--- src/rtl/gpio_irq_pkg.sv ---
package gpio_irq_pkg;

  localparam int WORD_W = 32;

  // trigger encoding is {mode, polarity}
  typedef enum logic [1:0] {
    TRIG_RISE = 2'b00,
    TRIG_FALL = 2'b01,
    TRIG_LOW  = 2'b10,
    TRIG_HIGH = 2'b11
  } trig_e;

  function automatic logic trig_hit(input trig_e mode, input logic cur, input logic last);
    logic hit;
    case (mode)
      TRIG_RISE: hit = cur & ~last;
      TRIG_FALL: hit = ~cur & last;
      TRIG_LOW:  hit = ~cur;
      default:   hit = cur;
    endcase
    return hit;
  endfunction

endpackage

--- src/rtl/gpio_irq_detect.sv ---
module gpio_irq_detect
  import gpio_irq_pkg::*;
#(
  parameter int NUM_PINS = 40
) (
  input  logic                clk,
  input  logic                rst_n,
  input  logic [NUM_PINS-1:0] pin_level,
  input  logic [NUM_PINS-1:0] trig_mode,
  input  logic [NUM_PINS-1:0] trig_pol,
  output logic [NUM_PINS-1:0] pin_event
);

  logic [NUM_PINS-1:0] level_q;
  logic                hist_ok;

  always_ff @(posedge clk or negedge rst_n) begin
    if (!rst_n) begin
      level_q <= '0;
      hist_ok <= 1'b0;
    end else begin
      level_q <= pin_level;
      hist_ok <= 1'b1;
    end
  end

  for (genvar i = 0; i < NUM_PINS; i++) begin : g_pin
    trig_e mode_i;
    assign mode_i       = trig_e'({trig_mode[i], trig_pol[i]});
    assign pin_event[i] = trig_hit(mode_i, pin_level[i], level_q[i]);

    // edge modes: an unchanged level since the last edge yields no event
    assert_edge_quiet_R2: assert property (@(posedge clk) disable iff (!rst_n)
      (hist_ok && !trig_mode[i] && pin_level[i] == $past(pin_level[i])) |-> !pin_event[i]);
  end

endmodule

--- src/rtl/gpio_irq_regs.sv ---
module gpio_irq_regs
  import gpio_irq_pkg::*;
#(
  parameter int                NUM_PINS  = 40,
  parameter int                ADDR_W    = 8,
  parameter logic [ADDR_W-1:0] STAT_BASE = 8'h80,
  parameter logic [ADDR_W-1:0] EN_BASE   = 8'h90
) (
  input  logic                clk,
  input  logic                rst_n,
  input  logic [NUM_PINS-1:0] pin_event,
  input  logic                reg_wr,
  input  logic [ADDR_W-1:0]   reg_addr,
  input  logic [WORD_W-1:0]   reg_wdata,
  output logic [WORD_W-1:0]   reg_rdata,
  output logic [NUM_PINS-1:0] pending
);

  localparam int                NUM_GRP = (NUM_PINS + WORD_W - 1) / WORD_W;
  localparam int                GRP_W   = (NUM_GRP > 1) ? $clog2(NUM_GRP) : 1;
  localparam int                PAD_W   = NUM_GRP * WORD_W;
  localparam logic [ADDR_W-1:0] SPAN    = ADDR_W'(NUM_GRP * 4);

  logic [ADDR_W-1:0]   stat_off, en_off;
  logic                stat_hit, en_hit;
  logic [GRP_W-1:0]    stat_grp, en_grp;
  logic [NUM_PINS-1:0] stat_q, en_q, clr_vec, en_nxt;
  logic [PAD_W-1:0]    stat_pad, en_pad;

  assign stat_off = reg_addr - STAT_BASE;
  assign en_off   = reg_addr - EN_BASE;
  assign stat_hit = (reg_addr >= STAT_BASE) && (stat_off < SPAN) && (stat_off[1:0] == 2'b00);
  assign en_hit   = (reg_addr >= EN_BASE) && (en_off < SPAN) && (en_off[1:0] == 2'b00);
  assign stat_grp = stat_off[2 +: GRP_W];
  assign en_grp   = en_off[2 +: GRP_W];

  for (genvar i = 0; i < NUM_PINS; i++) begin : g_bit
    localparam int G = i / WORD_W;
    localparam int B = i % WORD_W;
    assign clr_vec[i] = reg_wr && stat_hit && (stat_grp == GRP_W'(G)) && reg_wdata[B];
    assign en_nxt[i]  = (reg_wr && en_hit && (en_grp == GRP_W'(G))) ? reg_wdata[B] : en_q[i];

    // a clearing write without a coincident event empties the bit
    assert_clear_wins_R6: assert property (@(posedge clk) disable iff (!rst_n)
      (clr_vec[i] && !pin_event[i]) |=> !stat_q[i]);
    // an event always leaves the bit set, even against a clear
    assert_event_sets_R7: assert property (@(posedge clk) disable iff (!rst_n)
      pin_event[i] |=> stat_q[i]);
  end

  always_ff @(posedge clk or negedge rst_n) begin
    if (!rst_n) begin
      stat_q <= '0;
      en_q   <= '0;
    end else begin
      stat_q <= (stat_q & ~clr_vec) | pin_event;
      en_q   <= en_nxt;
    end
  end

  if (PAD_W > NUM_PINS) begin : g_pad
    assign stat_pad = {{(PAD_W-NUM_PINS){1'b0}}, stat_q};
    assign en_pad   = {{(PAD_W-NUM_PINS){1'b0}}, en_q};
  end else begin : g_nopad
    assign stat_pad = stat_q;
    assign en_pad   = en_q;
  end

  always_comb begin
    reg_rdata = '0;
    if (stat_hit)    reg_rdata = stat_pad[int'(stat_grp) * WORD_W +: WORD_W];
    else if (en_hit) reg_rdata = en_pad[int'(en_grp) * WORD_W +: WORD_W];
  end

  assign pending = stat_q & en_q;

  // writes outside the enable window leave the mask alone
  assert_mask_hold_R11: assert property (@(posedge clk) disable iff (!rst_n)
    (!(reg_wr && en_hit)) |=> $stable(en_q));

endmodule

--- src/rtl/gpio_irq_unit.sv ---
module gpio_irq_unit
  import gpio_irq_pkg::*;
#(
  parameter int NUM_PINS = 40,
  parameter int ADDR_W   = 8
) (
  input  logic                clk,
  input  logic                rst_n,
  input  logic [NUM_PINS-1:0] pin_level,
  input  logic [NUM_PINS-1:0] trig_mode,
  input  logic [NUM_PINS-1:0] trig_pol,
  input  logic                reg_wr,
  input  logic [ADDR_W-1:0]   reg_addr,
  input  logic [WORD_W-1:0]   reg_wdata,
  output logic [WORD_W-1:0]   reg_rdata,
  output logic                irq_out
);

  logic [NUM_PINS-1:0] pin_event;
  logic [NUM_PINS-1:0] pending;
  logic                irq_q;

  gpio_irq_detect #(.NUM_PINS(NUM_PINS)) u_detect (
    .clk       (clk),
    .rst_n     (rst_n),
    .pin_level (pin_level),
    .trig_mode (trig_mode),
    .trig_pol  (trig_pol),
    .pin_event (pin_event)
  );

  gpio_irq_regs #(
    .NUM_PINS  (NUM_PINS),
    .ADDR_W    (ADDR_W),
    .STAT_BASE (ADDR_W'(8'h80)),
    .EN_BASE   (ADDR_W'(8'h90))
  ) u_regs (
    .clk       (clk),
    .rst_n     (rst_n),
    .pin_event (pin_event),
    .reg_wr    (reg_wr),
    .reg_addr  (reg_addr),
    .reg_wdata (reg_wdata),
    .reg_rdata (reg_rdata),
    .pending   (pending)
  );

  always_ff @(posedge clk or negedge rst_n) begin
    if (!rst_n) irq_q <= 1'b0;
    else        irq_q <= |pending;
  end

  assign irq_out = irq_q;

  assert_irq_rise_R9: assert property (@(posedge clk) disable iff (!rst_n)
    (|pending) |=> irq_out);
  assert_irq_fall_R9: assert property (@(posedge clk) disable iff (!rst_n)
    !(|pending) |=> !irq_out);

endmodule

--- config.mk ---
export PLATFORM = sky130hd
export DESIGN_NAME = gpio_irq_unit
export DESIGN_NICKNAME = d
export VERILOG_FILES = /design/src/rtl/gpio_irq_pkg.sv /design/src/rtl/gpio_irq_detect.sv /design/src/rtl/gpio_irq_regs.sv /design/src/rtl/gpio_irq_unit.sv
export SDC_FILE = /design/constraint.sdc
export NUM_CORES = 1
export LEC_CHECK = 0
export BUFFER_PORTS_ARGS = -buffer_cell sky130_fd_sc_hd__buf_2
export CAP_MARGIN = 5
export CORE_UTILIZATION = 56
export DETAILED_ROUTE_END_ITERATION = 7
export PLACE_DENSITY_LB_ADDON = 0.15
export SLEW_MARGIN = 0
export SYNTH_ARGS = -nofsm -noshare
export SYNTH_HDL_FRONTEND = slang
export SYNTH_SLANG_ARGS = --single-unit
--- constraint.sdc ---
create_clock -name clk -period 4.4 [get_ports clk]
set_input_delay 0.66 -clock clk [delete_from_list [all_inputs] [get_ports clk]]
set_output_delay 0.66 -clock clk [all_outputs]
set_load 0.005 [all_outputs]
==> flow_summary_export.csv <==
group,metric,value,unit
floorplanning,fp.dieH,109,um
yosys,ys_async_sr_fraction,100,%
yosys,ys_warn_count,0,
yosys,ys_types,33,
sta,finalHoldViolCount,0,
setup_path,crit_type,"in2out",
floorplanning,io_pins,196,
clock_tree,post_cts_resized,0,
global_route,antenna_found_initial,1,
clock_tree,postCtsHoldBufs,0,
floorplanning,rows,38,
sta,drv_slew,0,
sta,rsz0062_at_grt,"no",
sta,tightest_slew,1.10,ns
yosys,yosysMostFrequentCell,"dfrtp_1",
min_path,hp-class,"in2async",
setup_path,rr_startpoint,"u_regs.stat_q[19]$_DFF_PN0_",
power,ir_drop,0.280,mV
setup_path,critPathLaunchType,"input port",
drt,routed_via_density,5.78,
global_route,grt_util_all_layers,28.7,%
final_layout,syn_to_final_growth,27.0,%
drt,vias,5280,
yosys,synth_top_area_share,47.2,%
clock_tree,clock_path_buffers,2,
setup_path,rrSetupSlack,2.90,ns
floorplanning,core,0.0110,sq mm
floorplanning,die_w,109,um
power,p_per_area,378,mW/mm^2
drt,drc,0,
drt,ant_nets,0,
yosys,ys_seq_area_share,47.2,%
job,cap_viol_max_count,0,
clock_tree,cts_made_buffers,17,
clock_tree,clockRootBuffer,"clkbuf_16",
yosys,synth_cells,559,
yosys,synth-edff-count,0,
global_route,grt_max_degree,77,
drt,drt-total-wl,16.2,mm
yosys,yosysTopAreaCell,"dfrtp_1",
yosys,ys_seq_elements,121,
setup_path,cp.arrival,2.59,ns
yosys,synth_area_leaders,"dfrtp_1 (47%), mux2i_1 (8.7%), mux2_2 (7.4%)",
sta,setup_violations,0,
drt,drt-initial-drc-count,262,
global_route,grt_pass1_vias,5309,
global_route,grt_overflow_total,0,
sta,max_freq,308,MHz
global_route,use_met1,36.4,%
clock_tree,cts_setup_buffers,0,
global_route,grt_busiest_layer,"met2",
final_layout,drive_gt1_share,40.7,%
yosys,synth-main-ff-cell,"dfrtp_1",
place,gp_congestion,0.818,
sta,maxSlewHeadroom,26.5,%
clock_tree,htreeDepth,4,
setup_path,timing.rr.end,"irq_out$_DFF_PN0_",
clock_tree,insertion_delay,0.41,ns
final_layout,finish.net_count,922,
place,dpl_worst_slack,1.17,ns
clock_tree,cts_tree,"built",
global_route,grt_pass1_wl,25.5,mm
yosys,syn_area_per_cell,11.5,sq um
clock_tree,clk_pin_slew,0.05,ns
setup_path,path_max_fanout,24,
sta,period_needed,3.25,ns
power,p_leak,0.00395,uW
clock_tree,cts_sinks,121,
yosys,synth_nets,722,
run_status,status,"completed",
floorplanning,start_util,58.4,%
yosys,syn-cell-area,0.00642,sq mm
floorplanning,die_area,0.0119,sq mm
sta,timing.setup.tns,0,ns
setup_path,endpoint_kind,"primary output",
place,portBuffers,195,
sta,layout_setup_ws,1.15,ns
setup_path,worst_r2r_path_depth,4,
setup_path,critPathRequiredTime,3.74,ns
global_route,grtUsageMet3,6.16,%
place,dp_hpwl,11.4,mm
drt,drtPass1Iterations,4,
yosys,synth_common_cells,"dfrtp_1 (121), nand2_1 (64), mux2i_1 (56)",
sta,fin_crit_sh,73.8,%
global_route,globalRouteMet2Util,48.2,%
drt,wl_per_cell,17.8,um
sta,skew,0.00548,ns
[layout by cell type, fill, tap and decap left out]
cell type | netlist | routed
nand4_1 | 6 | 6
mux2_2 | 42 | 42
clkbuf_8 | 0 | 3
and3_1 | 8 | 8
mux2i_1 | 56 | 56
and4_1 | 1 | 1
a21oi_1 | 41 | 41
clkinv_4 | 0 | 2
clkbuf_16 | 0 | 17
bufinv_16 | 0 | 5
inv_1 | 7 | 7
nor4_1 | 1 | 1
o221ai_1 | 7 | 7
dfrtp_1 | 121 | 121
buf_4 | 3 | 3
a22o_1 | 1 | 1
or3b_1 | 1 | 1
buf_6 | 3 | 1
nor2b_1 | 8 | 8
nor2_1 | 27 | 27
a221oi_1 | 1 | 1
nand4b_4 | 1 | 1
nor4b_2 | 1 | 1
nor3b_1 | 9 | 9
buf_2 | 9 | 194
nand2_1 | 64 | 64
mux4_2 | 8 | 8
nor3_1 | 33 | 33
and2_2 | 1 | 1
a2bb2oi_1 | 7 | 7
a21o_1 | 33 | 33
clkinv_2 | 0 | 4
nand4_2 | 1 | 1
nand2b_1 | 1 | 1
diode_2 | 0 | 1
mux2_4 | 30 | 30
xnor2_1 | 7 | 7
clkinvlp_4 | 0 | 1
a22oi_1 | 18 | 18
[worst max path at each step]
stage	slack [ns]	to	startpoint	cells after the start
CTS	1.14	reg_rdata[14]	reg_addr[1]	6
floorplan	2.09	reg_rdata[11]	reg_addr[4]	5
global placement	1.25	u_regs.en_q[26]$_DFFE_PN0P_	reg_addr[4]	3
finish	1.15	reg_rdata[14]	reg_addr[1]	6
detailed placement	1.17	reg_rdata[14]	reg_addr[1]	6
global route	0.93	reg_rdata[23]	reg_addr[1]	6
[flip-flops by register name, indices dropped and copies added (netlist names)]
signal,cells
irq_out,1
u_detect.level_q,40
u_regs.en_q,40
u_regs.stat_q,40
[area by class of cell]
cell class / instances / area (sq um)
flip-flops and latches: 121 / 3030
clock inverters: 12 / 195
clock buffers: 20 / 467
diodes: 1 / 2.50
multi-input cells: 414 / 3250
well taps: 140 / 175
repair buffers: 198 / 1000
fillers: 783 / 2830
inverters: 7 / 26.3
[power by group]
| part | internal, uW | leakage, uW | total (uW) | switching (uW) |
|---|---|---|---|---|
| Clock | 1050 | 0.000326 | 1560 | 510 |
| Combinational | 175 | 0.00224 | 343 | 168 |
| Sequential | 1150 | 0.00138 | 1180 | 28.0 |
[cell families after synthesis]
| logic type | Yosys count | synth area share, % |
|---|---|---|
| buffers and inverters | 24 | 2.11 |
| xor gates and xnor gates | 7 | 0.955 |
| AOI/OAI and AO/OA | 108 | 11.3 |
| muxes | 136 | 25.9 |
| DFF | 121 | 47.2 |
| and+or+nand+nor | 163 | 12.5 |
[per-stage QoR]
stage	instance area (sq um)	instances	utilization [%]	total power, uW	hold WS, ns
after detailed placement	7490	880	68.2	1540	0.493
final	8150	913	74.2	3080	0.254
after global routing	8150	913	74.2	3180	0.317
after floorplan	6420	559	-	1360	0.364
after CTS	8150	912	74.2	3090	0.293
after global placement	7490	880	68.2	1520	0.481
[layer usage]
layer / vias to the layer above / routed length, um
met3: 34 / 843
met5: - / 0
met1: 2601 / 6850
li1: 2473 / -
met4: 0 / 375
met2: 172 / 8140
[critical path, cell delays in order]
cell and delay, ns:
buf_2 0.10, nor2_1 0.48, and2_2 0.33, nand2b_1 0.58
nor2_1 0.29, buf_2 0.14
(Power assumes the default switching activity.)
